$ cat src/rtl/cbd_pkg.sv
`timescale 1ns/1ps
package cbd_pkg;
  typedef enum logic [1:0] {
    ST_IDLE = 2'd0,
    ST_HUNT = 2'd1,
    ST_LOCK = 2'd2,
    ST_LOST = 2'd3
  } trk_state_e;
endpackage

$ cat src/rtl/cbd_marker_det.sv
`timescale 1ns/1ps
// Counts consecutive zeros (saturating) and flags a one that closes a long enough run.
module cbd_marker_det #(
  parameter int HDR_ZEROS = 24
) (
  input  logic clk,
  input  logic rst_n,
  input  logic bit_vld,
  input  logic bit_in,
  output logic marker_o
);
  localparam int RW = $clog2(HDR_ZEROS + 1);
  localparam logic [RW-1:0] RUN_FULL = RW'(HDR_ZEROS);

  logic [RW-1:0] run_q, run_d;

  always_comb begin
    run_d = run_q;
    if (bit_vld) begin
      if (bit_in)                run_d = '0;
      else if (run_q != RUN_FULL) run_d = run_q + 1'b1;
    end
  end

  always_ff @(posedge clk or negedge rst_n) begin
    if (!rst_n) run_q <= '0;
    else        run_q <= run_d;
  end

  assign marker_o = bit_vld & bit_in & (run_q == RUN_FULL);
endmodule

$ cat src/rtl/cbd_tracker.sv
`timescale 1ns/1ps
// Alignment state machine: hunt, lock, per-block marker re-check, loss cadence, guard check.
module cbd_tracker import cbd_pkg::*; #(
  parameter int BLK_BITS  = 480,
  parameter int HDR_ZEROS = 24,
  parameter int PW        = $clog2(BLK_BITS)
) (
  input  logic          clk,
  input  logic          rst_n,
  input  logic          search_en,
  input  logic          bit_vld,
  input  logic          bit_in,
  input  logic          marker_i,
  output trk_state_e    state_o,
  output logic [PW-1:0] pos_o,
  output logic          blk_end_o,
  output logic          synth_o,
  output logic          guard_err_o
);
  localparam logic [PW-1:0] LAST  = PW'(BLK_BITS - 1);
  localparam logic [PW-1:0] HDR   = PW'(HDR_ZEROS);
  localparam logic [PW-1:0] FIRST = PW'(HDR_ZEROS + 1);

  trk_state_e    state_q, state_d;
  logic [PW-1:0] pos_q, pos_d;
  logic [PW-1:0] lcnt_q, lcnt_d;
  logic          gerr_q, gerr_d;
  logic          hdr_bad, is_guard;

  assign hdr_bad  = (pos_q < HDR) ? bit_in : ((pos_q == HDR) ? ~bit_in : 1'b0);
  assign is_guard = (pos_q > HDR) && ((pos_q % HDR) == '0);

  always_comb begin
    state_d   = state_q;
    pos_d     = pos_q;
    lcnt_d    = lcnt_q;
    gerr_d    = gerr_q;
    blk_end_o = 1'b0;
    synth_o   = 1'b0;
    if (!search_en) begin
      state_d = ST_IDLE;
    end else begin
      case (state_q)
        ST_IDLE: state_d = ST_HUNT;
        ST_HUNT: begin
          if (bit_vld && marker_i) begin
            state_d = ST_LOCK;
            pos_d   = FIRST;
            gerr_d  = 1'b0;
          end
        end
        ST_LOCK: begin
          if (bit_vld) begin
            if (hdr_bad) begin
              state_d = ST_LOST;
              synth_o = 1'b1;
              lcnt_d  = '0;
            end else begin
              pos_d = (pos_q == LAST) ? '0 : pos_q + 1'b1;
              if (pos_q == HDR)         gerr_d = 1'b0;
              if (is_guard && !bit_in) gerr_d = 1'b1;
              if (pos_q == LAST)       blk_end_o = 1'b1;
            end
          end
        end
        ST_LOST: begin
          if (bit_vld) begin
            if (marker_i) begin
              state_d = ST_LOCK;
              pos_d   = FIRST;
              gerr_d  = 1'b0;
            end else if (lcnt_q == LAST) begin
              synth_o = 1'b1;
              lcnt_d  = '0;
            end else begin
              lcnt_d = lcnt_q + 1'b1;
            end
          end
        end
        default: state_d = ST_IDLE;
      endcase
    end
  end

  always_ff @(posedge clk or negedge rst_n) begin
    if (!rst_n) begin
      state_q <= ST_IDLE;
      pos_q   <= '0;
      lcnt_q  <= '0;
      gerr_q  <= 1'b0;
    end else begin
      state_q <= state_d;
      pos_q   <= pos_d;
      lcnt_q  <= lcnt_d;
      gerr_q  <= gerr_d;
    end
  end

  assign state_o     = state_q;
  assign pos_o       = pos_q;
  assign guard_err_o = gerr_q;

  AST_IDLE_WITHOUT_SEARCH: assert property (@(posedge clk) disable iff (!rst_n)
    !search_en |=> state_q == ST_IDLE);
  AST_HDR_MISS_LOSES: assert property (@(posedge clk) disable iff (!rst_n)
    (search_en && state_q == ST_LOCK && bit_vld && pos_q < HDR && bit_in) |=> state_q == ST_LOST);
  AST_POS_IN_RANGE: assert property (@(posedge clk) disable iff (!rst_n)
    pos_q <= LAST);
endmodule

$ cat src/rtl/cbd_sb_capture.sv
`timescale 1ns/1ps
// Shifts one frame's data bits in from a fixed start position, skipping guard positions.
module cbd_sb_capture #(
  parameter int BLK_BITS   = 480,
  parameter int HDR_ZEROS  = 24,
  parameter int FRAME_BITS = 137,
  parameter int START      = 30,
  parameter int PW         = $clog2(BLK_BITS)
) (
  input  logic                  clk,
  input  logic                  rst_n,
  input  logic                  bit_vld,
  input  logic                  bit_in,
  input  logic                  locked,
  input  logic [PW-1:0]         pos,
  output logic [FRAME_BITS-1:0] frame_o
);
  localparam int CW = $clog2(FRAME_BITS + 1);
  localparam logic [CW-1:0] FULL   = CW'(FRAME_BITS);
  localparam logic [PW-1:0] STARTP = PW'(START);
  localparam logic [PW-1:0] HDR    = PW'(HDR_ZEROS);
  localparam logic [PW-1:0] LAST   = PW'(BLK_BITS - 1);

  logic [CW-1:0]         cnt_q, cnt_d;
  logic [FRAME_BITS-1:0] sh_q, sh_d;
  logic                  at_start, running, is_guard, take;

  assign at_start = (pos == STARTP);
  assign running  = (cnt_q != '0) && (cnt_q != FULL);
  assign is_guard = (pos > HDR) && ((pos % HDR) == '0);
  assign take     = locked & bit_vld & ~is_guard & (at_start | running);

  always_comb begin
    cnt_d = cnt_q;
    sh_d  = sh_q;
    if (take) begin
      sh_d  = {sh_q[FRAME_BITS-2:0], bit_in};
      cnt_d = at_start ? CW'(1) : cnt_q + 1'b1;
    end
  end

  always_ff @(posedge clk or negedge rst_n) begin
    if (!rst_n) begin
      cnt_q <= '0;
      sh_q  <= '0;
    end else begin
      cnt_q <= cnt_d;
      sh_q  <= sh_d;
    end
  end

  assign frame_o = sh_q;

  AST_FRAME_FULL_AT_END: assert property (@(posedge clk) disable iff (!rst_n)
    (locked && bit_vld && pos == LAST) |-> cnt_q == FULL);
endmodule

$ cat src/rtl/circuit_block_deframer.sv
`timescale 1ns/1ps
module circuit_block_deframer import cbd_pkg::*; #(
  parameter int BLK_BITS   = 480,
  parameter int HDR_ZEROS  = 24,
  parameter int CTRL_BITS  = 5,
  parameter int FRAME_BITS = 137,
  parameter int SB1_START  = 30,
  parameter int SB2_START  = 247
) (
  input  logic                  clk,
  input  logic                  rst_n,
  input  logic                  search_en,
  input  logic                  bit_vld,
  input  logic                  bit_in,
  output logic [FRAME_BITS-1:0] frame_a_o,
  output logic [FRAME_BITS-1:0] frame_b_o,
  output logic [CTRL_BITS-1:0]  ctrl_o,
  output logic                  blk_vld_o,
  output logic                  blk_err_o,
  output logic                  in_sync_o
);
  localparam int PW = $clog2(BLK_BITS);
  localparam int NSUB = 2;
  localparam logic [PW-1:0] CPOS = PW'(HDR_ZEROS + 1);
  localparam logic [PW-1:0] CEND = PW'(HDR_ZEROS + CTRL_BITS);
  localparam logic [CTRL_BITS-1:0] SYNTH_CTRL = CTRL_BITS'(2'b11);

  logic          marker;
  trk_state_e    state;
  logic [PW-1:0] pos;
  logic          blk_end, synth, guard_err, locked;
  logic [FRAME_BITS-1:0] cap [NSUB];

  cbd_marker_det #(.HDR_ZEROS(HDR_ZEROS)) u_marker (
    .clk(clk), .rst_n(rst_n), .bit_vld(bit_vld), .bit_in(bit_in), .marker_o(marker)
  );

  cbd_tracker #(.BLK_BITS(BLK_BITS), .HDR_ZEROS(HDR_ZEROS), .PW(PW)) u_trk (
    .clk(clk), .rst_n(rst_n), .search_en(search_en), .bit_vld(bit_vld), .bit_in(bit_in),
    .marker_i(marker), .state_o(state), .pos_o(pos), .blk_end_o(blk_end),
    .synth_o(synth), .guard_err_o(guard_err)
  );

  assign locked = (state == ST_LOCK);

  for (genvar g = 0; g < NSUB; g++) begin : g_sub
    localparam int ST = (g == 0) ? SB1_START : SB2_START;
    cbd_sb_capture #(
      .BLK_BITS(BLK_BITS), .HDR_ZEROS(HDR_ZEROS), .FRAME_BITS(FRAME_BITS),
      .START(ST), .PW(PW)
    ) u_cap (
      .clk(clk), .rst_n(rst_n), .bit_vld(bit_vld), .bit_in(bit_in),
      .locked(locked), .pos(pos), .frame_o(cap[g])
    );
  end

  // control field shift and output hold registers
  logic [CTRL_BITS-1:0]  csh_q, csh_d, ctrl_q, ctrl_d;
  logic [FRAME_BITS-1:0] fa_q, fa_d, fb_q, fb_d;
  logic                  vld_q, vld_d, err_q, err_d;

  always_comb begin
    csh_d  = csh_q;
    ctrl_d = ctrl_q;
    fa_d   = fa_q;
    fb_d   = fb_q;
    err_d  = err_q;
    vld_d  = blk_end | synth;
    if (locked && bit_vld && pos >= CPOS && pos <= CEND)
      csh_d = {csh_q[CTRL_BITS-2:0], bit_in};
    if (blk_end) begin
      ctrl_d = csh_q;
      err_d  = guard_err;
      fa_d   = cap[0];
      fb_d   = cap[1];
    end else if (synth) begin
      ctrl_d = SYNTH_CTRL;
      err_d  = 1'b0;
    end
  end

  always_ff @(posedge clk or negedge rst_n) begin
    if (!rst_n) begin
      csh_q  <= '0;
      ctrl_q <= '0;
      fa_q   <= '0;
      fb_q   <= '0;
      err_q  <= 1'b0;
      vld_q  <= 1'b0;
    end else begin
      csh_q  <= csh_d;
      ctrl_q <= ctrl_d;
      fa_q   <= fa_d;
      fb_q   <= fb_d;
      err_q  <= err_d;
      vld_q  <= vld_d;
    end
  end

  assign frame_a_o = fa_q;
  assign frame_b_o = fb_q;
  assign ctrl_o    = ctrl_q;
  assign blk_vld_o = vld_q;
  assign in_sync_o = locked;
  assign blk_err_o = err_q & locked;

  AST_LOCK_ON_MARKER: assert property (@(posedge clk) disable iff (!rst_n)
    $rose(in_sync_o) |-> $past(marker));
  AST_SYNTH_CTRL: assert property (@(posedge clk) disable iff (!rst_n)
    (blk_vld_o && !in_sync_o && $past(search_en)) |-> ctrl_o == SYNTH_CTRL);
endmodule

$ cat config.mk
export PLATFORM = sky130hd
export DESIGN_NAME = circuit_block_deframer
export DESIGN_NICKNAME = d
export VERILOG_FILES = /design/src/rtl/cbd_pkg.sv /design/src/rtl/cbd_marker_det.sv /design/src/rtl/cbd_tracker.sv /design/src/rtl/cbd_sb_capture.sv /design/src/rtl/circuit_block_deframer.sv
export SDC_FILE = /design/constraint.sdc
export NUM_CORES = 1
export LEC_CHECK = 0
export BUFFER_PORTS_ARGS = -buffer_cell sky130_fd_sc_hd__buf_2
export CORE_AREA = 2 2 372 190
export DETAILED_ROUTE_END_ITERATION = 16
export DIE_AREA = 0 0 374 192
export PLACE_DENSITY = 0.58
export SYNTH_ARGS = -nofsm -noshare
export SYNTH_HDL_FRONTEND = slang
export SYNTH_SLANG_ARGS = --single-unit
$ cat constraint.sdc
create_clock -name clk -period 5.73 [get_ports clk]
set_input_delay 1.146 -clock clk [delete_from_list [all_inputs] [get_ports clk]]
set_output_delay 1.146 -clock clk [all_outputs]
set_load 0.03 [all_outputs]
### Yosys cells after proc, flatten, opt, wreduce, memory -nomap -nowiden

Cells that the tools add are included.

| storage, ports and cells | value |
|---|---|
| flip-flop bits (word level) | 602 |
| latch bits | 0 |
| bits in writable memories | 0 |
| bits in read-only memories | 0 |
| bits of input ports | 5 |
| output and inout bits | 282 |
| logic and storage cells | 134 |
| memories | 0 |

| cells by class | value |
|---|---|
| add/sub/neg operators | 5 |
| multiply operators | 0 |
| divide/modulo/power cells | 1 |
| order comparisons | 4 |
| eq/ne operators | 25 |
| shift operators | 0 |
| muxes and demuxes | 50 |
| bitwise logic cells | 12 |
| reductions and logical operators | 22 |

Operator list:

| operator | count |
|---|---|
| $mux W9 | 11 |
| $pmux W9 S3 | 1 |
| $mux W1 | 22 |
| $mux W5 | 4 |
| $add A9 B1 Y9 const B | 2 |
| $eq A9 B5 Y1 const B | 2 |
| $eq A9 B9 Y1 const B | 2 |
| $pmux W9 S2 | 1 |
| $add A8 B1 Y8 const B | 2 |
| $mux W8 | 2 |
| $ne A8 B8 Y1 const B | 2 |
| $reduce_bool A8 Y1 | 2 |
| $mux W2 | 6 |
| $ne A3 B3 Y1 const B | 4 |
| $ne A2 B2 Y1 const B | 5 |
| $eq A9 B8 Y1 const B | 1 |
| $ge A9 B5 Y1 const B | 1 |
| $gt A9 B5 Y1 const B | 1 |
| $le A9 B5 Y1 const B | 1 |
| $logic_not A9 Y1 | 1 |
| $lt A9 B5 Y1 const B | 1 |
| $mod A9 B5 Y9 const B | 1 |
| $logic_and A1 B1 Y1 | 8 |
| $pmux W2 S4 | 1 |
| other kinds (21) | 35 |

### Longest topological paths before layout

| logic depth | value |
|---|---|
| word-level depth | 9 |
| mapped depth | 11 |
| mapped depth without buffers | 8 |

### By module

A second synthesis with hierarchy kept.

| unflattened totals | value |
|---|---|
| cells, all modules | 1594 |
| area total of the unflattened synthesis | 24893.9 µm² |

By module, submodules not included:

| module | instances | cells each | area each (µm²) |
|---|---|---|---|
| circuit_block_deframer | 1 | 617 | 10575.1 |
| cbd_sb_capture (g_sub[1].u_cap) | 1 | 400 | 6481.2 |
| cbd_sb_capture (g_sub[0].u_cap) | 1 | 371 | 6065.8 |
| cbd_tracker | 1 | 173 | 1428.9 |
| cbd_marker_det | 1 | 33 | 342.8 |

### Worst setup path after synthesis

Ideal clock, no wire load.

| timing | value |
|---|---|
| path type | reg-to-output |
| start point | register u_trk.state_q[0] (netlist: u_trk.state_o[0]) |
| end point | output blk_err_o |
| data arrival time | 1.389 ns |
| data required time | 4.584 ns |
| slack | 3.195 ns |
| cell stages (with the launch flop) | 6 |
| buffers on the path | 1 |
| cell sequence | dfrtp_1 -> inv_1 -> nand2_1 -> inv_1 -> clkbuf_1 -> and2_1 |

| between the ends | value |
|---|---|
| longest elaborated chain between the ends | 2 |

RTL lines:

| item | line | RTL |
|---|---|---|
| from (decl) | cbd_tracker.sv:24 | `trk_state_e state_q, state_d;` |
| from (signal assigned) | cbd_tracker.sv:92 | `state_q <= state_d;` |
| $eq A2 B2 Y1 | circuit_block_deframer.sv:44 | `assign locked = (state == ST_LOCK);` |
| net in_sync_o | circuit_block_deframer.sv:20 | `output logic in_sync_o` |
| $and A1 B1 Y1 | circuit_block_deframer.sv:105 | `assign blk_err_o = err_q & locked;` |
| to (decl) | circuit_block_deframer.sv:19 | `output logic blk_err_o,` |

The timed path passes the listed nets, and every way through them passes these cells.

### Worst setup path after layout

| timing | value |
|---|---|
| start point | register u_trk.pos_q[6] (netlist: u_trk.pos_o[6]) |
| end point | register g_sub[0].u_cap.sh_q[12] |

| between the ends | value |
|---|---|
| longest elaborated chain between the ends | 6 |
| elaborated cells on any way between the ends | 9 |
| those cells by class | div: 1; order compare: 1; eq/ne: 1; bitwise: 4; reduce/logical: 2 |

RTL lines:

| item | line | RTL |
|---|---|---|
| from (decl) | cbd_tracker.sv:25 | `logic [PW-1:0] pos_q, pos_d;` |
| from (signal assigned) | cbd_tracker.sv:93 | `pos_q <= pos_d;` |
| $mod A9 B5 Y9 | cbd_sb_capture.sv:30 | `assign is_guard = (pos > HDR) && ((pos % HDR) == '0);` |
| $logic_not A9 Y1 | cbd_sb_capture.sv:30 |  |
| $logic_and A1 B1 Y1 | cbd_sb_capture.sv:30 |  |
| $not A1 Y1 | cbd_sb_capture.sv:31 | `assign take = locked & bit_vld & ~is_guard & (at_start \| running);` |
| $and A1 B1 Y1 | cbd_sb_capture.sv:31 |  |
| $and A1 B1 Y1 (*) | cbd_sb_capture.sv:31 |  |
| to (signal assigned) | cbd_sb_capture.sv:45 | `sh_q <= '0;` |
| to (signal assigned) | cbd_sb_capture.sv:48 | `sh_q <= sh_d;` |
| to (decl) | cbd_sb_capture.sv:25 | `logic [FRAME_BITS-1:0] sh_q, sh_d;` |

Every way passes the cells marked *; elsewhere a longest branch is shown, timed or not.
A chain may end at the register's enable or synchronous reset.

==> results by group <==
STA
  – Fmax: 252.2 MHz
  – Tmin final: 3.966 ns
  – Final setup viols: 0
  – Max_slew headroom: 20.50%
  – Slew @ Worst Pin: 1.187 ns
  – RSZ-0062 raised after global routing: false
  – Setup ws final: 1.765 ns
  – Final hold viol count: 0
  – Slew Limit Fails: 0
  – Fin Hold WS: 0.4668 ns
  – TNS Setup: 0 ns
  – Final Skew: 0.03174 ns
  – Final Cycle Share: 69.21%

Detailed routing
  – Post-DRT Antenna Nets: 0
  – Post-route DRC: 0
  – Final wirelength: 53.52 mm
  – Via density: 4.697
  – DRT iter0 DRCs: 1081
  – Initial DRT Pass Iterations: 5
  – DR vias: 15598
  – Avg WL per Cell: 16.12 um

Clocking
  – # Post-CTS Setup Buffers: 0
  – CTS Sinks: 602
  – Clk Latency, worst-skew pair: 0.63 ns
  – CTS tree: done
  – Hold buffer count at cts: 0
  – Clock Pin Slew Worst Setup and Hold Paths: 0.07 ns
  – Bufs on Longest Clock Path: 3
  – H-tree levels: 2
  – TritonCTS buffer count: 54
  – Root buffer cell: clkbuf_16
  – # resized after CTS: 0

Logic synthesis
  – Distinct cell type count after synthesis: 57
  – Synth area leaders: dfrtp_1 64%, nand2_1 14%, mux2_2 6.8%
  – Synth area leader: dfrtp_1
  – EDFF count, synth: 0
  – Ys flop type: dfrtp_1
  – Synthesis warning total: 0
  – Most frequent cell after synthesis: nand2_1
  – Seq/Total Area, Yosys: 63.52%
  – Synth Instances: 2117
  – Proportion of netlist area held by the largest area contributor: 63.52%
  – Post-synth top cells: 871 x nand2_1, 602 x dfrtp_1, 144 x mux2_2, 138 x mux2_1, 71 x clkbuf_1
  – Post-synth ARST share: 100.0%
  – Syn Std Cell Area: 0.02372 mm^2
  – Syn_nets: 2135
  – Mean post-synth cell area: 11.20 um^2
  – Post-synthesis register bit count: 602

Place
  – Placer Congestion: 0.7653
  – Final HPWL DP: 34.76 mm
  – Port Buffers: 286
  – Place WS: 1.718 ns

Power and ir drop
  – Peak VDD IR: 0.1951 mV
  – PD cells: 296.6 mW/mm^2
  – Total power: 8279 uW
  – P_leak: 0.01586 uW

Critical path
  – Cell chain of the critical path: nor2_1, a22o_1, a211oi_1, o31ai_4, o311ai_4, buf_4, buf_4, mux2_2
  – Crit end category: flop
  – CP max FO: 65
  – Slowest stage cell, crit path: buf_4
  – R2R Path End: g_sub[0].u_cap.frame_o[12]$_DFFE_PN0P_
  – WP data arrival: 4.46 ns
  – Critical path data required time: 6.22 ns
  – WS Path Type: flop to flop
  – Critical Path Max Stage Delay: 0.77 ns
  – Reg2reg start: u_trk.pos_o[6]$_DFFE_PN0P_
  – R2R setup slack: 1.76 ns
  – Reg2Reg Depth: 8
  – CP startpoint kind: flop
  – CP dominant cell by count: buf_4

Floorplan
  – Initial Utilization: 34.72%
  – Die Area: 0.07181 mm^2
  – Core ar.: 0.06832 mm^2
  – Top Ports: 287
  – Die width: 374 um
  – Die H: 192 um
  – Rows: 68

Global routing
  – Number of global-route vias before repair: 15766
  – Largest net degree at the start of global routing: 129
  – Gr usage total: 14.98%
  – First-pass GRT wire length: 87.35 mm
  – Antenna violations before repair: 0
  – Grt ovf: 0

Worst hold path
  – Critical hold path startpoint: g_sub[1].u_cap.frame_o[35]$_DFFE_PN0P_
  – Hold endpoint: frame_b_o[35]$_DFFE_PN0P_
  – WHS Path Cells: 2
  – HP Class: flop to flop

Final layout
  – Layout cells sized above 1: 23.27%
  – Total Nets Final: 2384
  – Synthesis-to-finish area growth: 17.69%
  – Antenna diodes: 0
  – Fillcell total: 6512

Flow run
  – Max cap viols: 0

Run status
  – Status: finished clean
[logic make-up after synthesis]
kind of cell	after synthesis	synth area share, %
fa+ha+maj	13	0.6858
buf+inv	136	2.754
simple gates	990	16.60
xor+xnor	8	0.2954
mux	285	13.52
compound gates	83	2.638
flops	602	63.52
[state kept, by name, summed over array words and instances, names as in the netlist, 9 cells and up]
register and cells:
g_sub.u_cap.cnt_q 16, frame_a_o 137, g_sub.u_cap.frame_o 274, frame_b_o 137
u_trk.pos_o 9, u_trk.lcnt_q 9
[routing by layer]
metal	GRT usage (%)	vias up	part of all wire (%)
met2	22.44	234	44
li1	-	7400	-
met3	2.489	93	3.3
met5	0	-	0
met4	5.061	0	2.9
met1	21.99	7871	50
[where the power goes]
group	total, uW	internal [uW]	switching, uW
sequential	4280	4260	20.5
clock	3850	2140	1700
combinational	152	35.3	117
[layout make-up]
| cell class | instances | area, um^2 | share of cell area, % |
|---|---|---|---|
| clock buffers | 71 | 1535 | 5.500 |
| clock inverters | 30 | 350.3 | 1.255 |
| inverters | 23 | 86.33 | 0.3093 |
| multi-input cells | 1379 | 8048 | 28.83 |
| flip-flops and latches | 602 | 15060 | 53.97 |
| well taps | 910 | 1139 | 4.079 |
| repair buffers | 306 | 1692 | 6.060 |
[cells in the final DEF, fill, tap and decap left out, types with 13 or more instances in the layout]
master	n
inv_1	23
o21ai_0	17
clkbuf_16	54
mux2_2	144
mux2_1	138
buf_2	285
ha_1	13
dfrtp_1	602
nand3_1	30
nand2_1	871
nor2_1	21
[per-stage QoR]
step                      std cells  util (%)  cell area [um^2]
after detailed placement       3220     38.10             26030
after floorplan                2117         -             23720
final                          3321     40.86             27910
after global routing           3321     40.86             27910
after global placement         3220     38.10             26030
after CTS                      3321     40.86             27910
[worst max-delay path, delay by kind of cell, from the launching register on]
family | cells | cell delay [ns]
simple gates | 1 | 0.17
flops | 1 | 0.72
mux | 1 | 0.42
buf+inv | 2 | 1.32
compound gates | 4 | 1.15
[worst max path at each step]
stage | depth (start not counted) | end | slack, ns | startpoint
3_3_place_gp | 6 | g_sub[0].u_cap.frame_o[136]$_DFFE_PN0P_ | 1.80 | bit_vld
5_1_grt | 8 | g_sub[0].u_cap.frame_o[6]$_DFFE_PN0P_ | 1.45 | u_trk.pos_o[6]$_DFFE_PN0P_
4_1_cts | 8 | g_sub[0].u_cap.frame_o[12]$_DFFE_PN0P_ | 1.74 | u_trk.pos_o[6]$_DFFE_PN0P_
2_1_floorplan | 5 | blk_err_o | 3.20 | u_trk.state_o[0]$_DFFE_PN0P_
3_5_place_dp | 6 | g_sub[0].u_cap.frame_o[12]$_DFFE_PN0P_ | 1.72 | bit_vld
6_report | 8 | g_sub[0].u_cap.frame_o[12]$_DFFE_PN0P_ | 1.76 | u_trk.pos_o[6]$_DFFE_PN0P_
(Power assumes the default switching activity.)
